[src/rtl/pfmon_pkg.sv]
package pfmon_pkg;
  localparam int REG_W    = 16;
  localparam int STAT_W   = 3;
  localparam int STAT_LSB = 7;
  localparam int DIS_BIT  = 0;
  localparam int IE_BIT   = 1;
  localparam int FLG_BIT  = 2;
  localparam int KEEP_BIT = 3;

  typedef struct packed {
    logic keep;
    logic flag;
    logic ie;
    logic dis;
  } ctl_t;

  // Next flag value: hardware setting wins over any software write.
  function automatic logic flag_next(logic hw_set, logic sw_wr,
                                     logic sw_val, logic cur);
    if (hw_set)     return 1'b1;
    else if (sw_wr) return sw_val;
    else            return cur;
  endfunction

  function automatic logic reg_on(logic stop, logic keep);
    return !stop || keep;
  endfunction

  function automatic logic mon_on(logic reg_is_on, logic dis);
    return reg_is_on || !dis;
  endfunction

  function automatic logic [REG_W-1:0] pack_read(ctl_t c,
                                                 logic [STAT_W-1:0] st);
    logic [REG_W-1:0] v;
    v = '0;
    v[DIS_BIT]  = c.dis;
    v[IE_BIT]   = c.ie;
    v[FLG_BIT]  = c.flag;
    v[KEEP_BIT] = c.keep;
    v[5] = 1'b1;
    v[6] = 1'b1;
    v[STAT_LSB +: STAT_W] = st;
    return v;
  endfunction
endpackage

[src/rtl/pfmon_sync.sv]
module pfmon_sync #(
  parameter int W      = 2,
  parameter int STAGES = 2
) (
  input  logic         clk,
  input  logic         rst_n,
  input  logic [W-1:0] d,
  output logic [W-1:0] q
);
  logic [W-1:0] stg [STAGES];

  always_ff @(posedge clk) begin
    if (!rst_n) stg[0] <= '0;
    else        stg[0] <= d;
  end

  for (genvar i = 1; i < STAGES; i++) begin : g_stage
    always_ff @(posedge clk) begin
      if (!rst_n) stg[i] <= '0;
      else        stg[i] <= stg[i-1];
    end
  end

  assign q = stg[STAGES-1];
endmodule

[src/rtl/pfmon_flag.sv]
module pfmon_flag
  import pfmon_pkg::*;
(
  input  logic clk,
  input  logic rst_n,
  input  logic hw_set,
  input  logic sw_wr,
  input  logic sw_val,
  output logic flag_q
);
  always_ff @(posedge clk) begin
    if (!rst_n) flag_q <= 1'b0;
    else        flag_q <= flag_next(hw_set, sw_wr, sw_val, flag_q);
  end

  AST_HW_SET_WINS: assert property (@(posedge clk) disable iff (!rst_n)
    hw_set |=> flag_q);
  AST_SW_CLEAR: assert property (@(posedge clk) disable iff (!rst_n)
    (sw_wr && !sw_val && !hw_set) |=> !flag_q);
  AST_SW_SET: assert property (@(posedge clk) disable iff (!rst_n)
    (sw_wr && sw_val) |=> flag_q);
  AST_FLAG_HOLD: assert property (@(posedge clk) disable iff (!rst_n)
    (!sw_wr && !hw_set) |=> $stable(flag_q));
endmodule

[src/rtl/pfmon_gate.sv]
module pfmon_gate
  import pfmon_pkg::*;
(
  input  logic stop_mode,
  input  logic keep_bit,
  input  logic dis_bit,
  input  logic warn_s,
  input  logic rlvl_s,
  output logic reg_en,
  output logic mon_en,
  output logic warn_evt,
  output logic rst_req
);
  always_comb begin
    reg_en   = reg_on(stop_mode, keep_bit);
    mon_en   = mon_on(reg_en, dis_bit);
    warn_evt = mon_en && warn_s;
    rst_req  = mon_en && rlvl_s;
  end
endmodule

[src/rtl/pfmon_ctl.sv]
module pfmon_ctl
  import pfmon_pkg::*;
#(
  parameter int SYNC_STAGES = 2
) (
  input  logic              clk,
  input  logic              rst_n,
  input  logic              wr_en,
  input  logic              rd_en,
  input  logic [REG_W-1:0]  wr_data,
  output logic [REG_W-1:0]  rd_data,
  input  logic              stop_mode,
  input  logic              warn_raw,
  input  logic              rlvl_raw,
  input  logic [STAT_W-1:0] stat_in,
  output logic              reg_en_o,
  output logic              cmp_en_o,
  output logic              irq_o,
  output logic              pf_rst_o
);
  ctl_t       ctl;
  logic [1:0] cmp_s;
  logic       warn_evt;
  logic       flag_q;
  logic       unused_hi;

  assign unused_hi = ^wr_data[REG_W-1:KEEP_BIT+1];

  pfmon_sync #(.W(2), .STAGES(SYNC_STAGES)) u_sync (
    .clk(clk), .rst_n(rst_n), .d({rlvl_raw, warn_raw}), .q(cmp_s)
  );

  always_ff @(posedge clk) begin
    if (!rst_n) begin
      ctl.dis  <= 1'b0;
      ctl.ie   <= 1'b0;
      ctl.keep <= 1'b0;
    end else if (wr_en) begin
      ctl.dis  <= wr_data[DIS_BIT];
      ctl.ie   <= wr_data[IE_BIT];
      ctl.keep <= wr_data[KEEP_BIT];
    end
  end

  pfmon_gate u_gate (
    .stop_mode(stop_mode), .keep_bit(ctl.keep), .dis_bit(ctl.dis),
    .warn_s(cmp_s[0]), .rlvl_s(cmp_s[1]),
    .reg_en(reg_en_o), .mon_en(cmp_en_o), .warn_evt(warn_evt),
    .rst_req(pf_rst_o)
  );

  pfmon_flag u_flag (
    .clk(clk), .rst_n(rst_n), .hw_set(warn_evt),
    .sw_wr(wr_en), .sw_val(wr_data[FLG_BIT]), .flag_q(flag_q)
  );

  assign ctl.flag = flag_q;
  assign irq_o    = ctl.flag && ctl.ie;
  assign rd_data  = rd_en ? pack_read(ctl, stat_in) : '0;

  AST_IE_OFF_NO_IRQ: assert property (@(posedge clk) disable iff (!rst_n)
    (wr_en && !wr_data[IE_BIT]) |=> !irq_o);
  AST_RUN_REG_ON: assert property (@(posedge clk) disable iff (!rst_n)
    !stop_mode |-> reg_en_o);
  AST_CMP_FOLLOWS_REG: assert property (@(posedge clk) disable iff (!rst_n)
    reg_en_o |-> cmp_en_o);
  AST_STOP_DISABLED: assert property (@(posedge clk) disable iff (!rst_n)
    (stop_mode && !ctl.keep && ctl.dis) |-> !cmp_en_o);
  AST_NO_RST_WHEN_OFF: assert property (@(posedge clk) disable iff (!rst_n)
    !cmp_en_o |-> !pf_rst_o);
  AST_OFF_WARN_IGNORED: assert property (@(posedge clk) disable iff (!rst_n)
    (!cmp_en_o && !flag_q && !wr_en) |=> !flag_q);
  AST_RSVD_READ: assert property (@(posedge clk) disable iff (!rst_n)
    rd_en |-> (rd_data[REG_W-1:10] == '0 && rd_data[6:4] == 3'b110));
endmodule

[config.mk]
export PLATFORM = sky130hd
export DESIGN_NAME = pfmon_ctl
export DESIGN_NICKNAME = d
export VERILOG_FILES = /design/src/rtl/pfmon_pkg.sv /design/src/rtl/pfmon_sync.sv /design/src/rtl/pfmon_flag.sv /design/src/rtl/pfmon_gate.sv /design/src/rtl/pfmon_ctl.sv
export SDC_FILE = /design/constraint.sdc
export NUM_CORES = 1
export LEC_CHECK = 0
export BUFFER_PORTS_ARGS = -buffer_cell sky130_fd_sc_hd__buf_2
export CORE_AREA = 2 2 39 41
export CTS_CLUSTER_DIAMETER = 100
export DETAILED_ROUTE_END_ITERATION = 8
export DIE_AREA = 0 0 41 43
export PLACE_DENSITY = 0.78
export SYNTH_ARGS = -nofsm -noshare
export SYNTH_HDL_FRONTEND = slang
export SYNTH_SLANG_ARGS = --single-unit
[constraint.sdc]
create_clock -name clk -period 1.8 [get_ports clk]
set_input_delay 0.36 -clock clk [delete_from_list [all_inputs] [get_ports clk]]
set_output_delay 0.36 -clock clk [all_outputs]
set_load 0.02 [all_outputs]
==> flow_metrics.py <==
metrics = {
    "run_status": {
        "status": "finished, final reports clean",
    },
    "worst_setup_path": {
        "arrival_ns": 1.04,
        "cp-end-kind": "output port",
        "worst-path-max-fanout": 4,
        "startpoint_type": "flip-flop",
        "critPathKind": "flip-flop to output port",
        "cp.required_ns": 1.44,
        "r2r_start": "ctl[3]",
        "cp-startpoint": "ctl[3]",
    },
    "global_route": {
        "grt_overflow": 0,
        "grtUsageTotal_pct": 8.67,
        "antenna_found_initial": 0,
        "grt_pass1_wl_mm": 1.01,
        "grt_max_degree": 10,
        "grt_pass1_vias": 284,
    },
    "floorplan": {
        "die_x_um": 41,
        "rows": 14,
        "die_area_mm2": 0.00176,
        "placeableCoreArea_mm2": 0.00138,
        "die_h_um": 43,
        "start_util_pct": 30.5,
        "io_pins": 46,
    },
    "synthesis": {
        "yosysUniqueCellTypes": 12,
        "ys_ff_latch": 8,
        "ys_top_cells_by_area": "dfxtp_1, and2_1, buf_4",
        "synthMuxAreaShare_pct": 9.50,
        "synth_top_family_by_area": "simple AND/OR/NAND/NOR gates",
        "netlist_area_um2": 422,
        "ys_seq_area_share_pct": 38.0,
        "synth_compound_area_share_pct": 2.08,
        "yosys.area_share.xor_xnor_pct": 0,
        "synthCells": 44,
        "synth_top_area_share_pct": 38.0,
        "yosys.area_share.simple_pct": 30.0,
        "yosysTopAreaCell": "dfxtp_1",
        "yosysWarnings": 0,
        "avgSynthCellArea_um2": 9.58,
        "synth_fa_ha_area_share_pct": 0,
    },
    "finish": {
        "syn2layout_area_growth_pct": 27.6,
        "diodes": 0,
        "drive_gt1_share_pct": 44.9,
        "nets": 97,
        "final_cell_mix": "buf_2, and2_1, dfxtp_1",
        "layout_commonest_cell": "buf_2",
    },
    "clock_tree": {
        "h-tree-depth": 1,
        "cts.clk_slew.worst_paths_ns": 0.05,
        "cts-root-buf": "clkbuf_4",
        "cts_inserted_buffers": 3,
        "cts_setup_buffers": 0,
        "clockBufferDepth": 2,
        "ctsHoldBuffers": 0,
        "clock_sinks": 8,
        "insertion_delay_ns": 0.24,
        "cts_tree": "done",
        "cts-resized-gates": 0,
    },
    "min_path": {
        "min_path_type": "input pin to flip-flop",
        "hp-start": "warn_raw",
    },
    "timing": {
        "finalCritPeriodShare_pct": 77.7,
        "rsz0062_at_grt": "false",
        "fin_skew_ns": 0.00395,
        "setup_violations": 0,
        "fmax_mhz": 715,
        "hold_viol": 0,
        "fin_setup_tns_ns": 0,
        "slew_violations": 0,
        "period_needed_ns": 1.40,
    },
    "power": {
        "pwr-share-seq_pct": 47.4,
        "p_sw_w": 0.000109,
        "p_per_area_mw_per_mm2": 755,
        "share_comb_of_total_power_pct": 20.7,
        "clkPwrFrac_pct": 31.8,
        "p_sw_share_pct": 26.9,
        "p_leak_nw": 0.312,
        "power_w": 0.000406,
        "internal_power_w": 0.000297,
        "ir_worst_vdd_mv": 0.332,
    },
    "detailed_routing": {
        "viasPerCell": 3.99,
        "routed_wl_um": 689,
        "drt_pass1_iterations": 1,
        "drc": 0,
        "wire_per_inst_um": 8.11,
        "drtAntennaViolNets": 0,
        "vias": 339,
        "first_iter_violations": 0,
    },
    "job": {
        "cap_violations": 0,
    },
    "place": {
        "io_buffers": 26,
        "gp_congestion": 0.569,
    },
}
## through the flow
stage / setup WS, ns / hold slack, ns / area, um^2 / util [%] / instances
final: 0.401 / 0.319 / 538 / 38.9 / 85
after global routing: 0.331 / 0.316 / 538 / 38.9 / 85
after CTS: 0.379 / 0.315 / 538 / 38.9 / 85
after detailed placement: 0.579 / 0.425 / 515 / 37.3 / 82
after global placement: 0.573 / 0.414 / 515 / 37.3 / 82
after floorplan: 0.704 / 0.412 / 444 / - / 50
## layer usage
metal  global-route usage, %  share of wire, %  vias up
met3                    3.14                13        0
met1                    8.47                38      145
li1                        -                 -      171
met4                    6.00                 0        0
met5                       0                 0        -
met2                    14.1                49       23
## layout make-up
type	instances	area, um^2
Multi-Input combinational cell	31	201
Sequential cell	8	160
Tap cell	16	20.0
Clock buffer	3	22.5
Timing Repair Buffer	26	130
Inverter	1	3.75
Fill cell	161	846
## power groups by stage
stage	Sequential [W]	Clock (W)	Combinational, W
finish	0.000193	0.000129	0.0000842
global route	0.000194	0.000153	0.0000938
CTS	0.000193	0.000137	0.0000853
detailed placement	0.000197	0	0.0000852
global placement	0.000196	0	0.0000837
floorplan	0.000195	0	0.0000714
## synthesized netlist by cell type
master / number
and2_1: 13
and2_2: 1
buf_4: 9
buf_6: 1
conb_1: 1
dfxtp_1: 8
inv_1: 1
mux2i_1: 4
nand2b_1: 1
nand3b_4: 1
nor2_1: 3
o2bb2ai_1: 1
## flip-flops by register name, summed over array words and instances (netlist names)
signal and flops:
ctl 3, u_flag.flag_q 1, u_sync.stg 4
## worst paths after layout
kind / endpoint / slack (ns) / cells after the start
worst max-delay path: pf_rst_o / 0.40 / 3
worst min-delay path: u_sync.stg[0][0] / 0.32 / 2
worst max register to register: u_flag.flag_q / 1.08 / 2
worst min register to register: u_sync.stg[1][0] / 0.43 / 1
## cells by family after synthesis
family	count (synthesis)
and+or+nand+nor	19
buffers and inverters	11
DFF	8
muxes	4
AOI/OAI and AO/OA	1
other	1
## worst max-delay path, cell delays in order (launching register included)
cell and delay (ns):
dfxtp_1 0.32, nand3b_4 0.17, and2_1 0.16, buf_2 0.15
(Power assumes the default switching activity.)
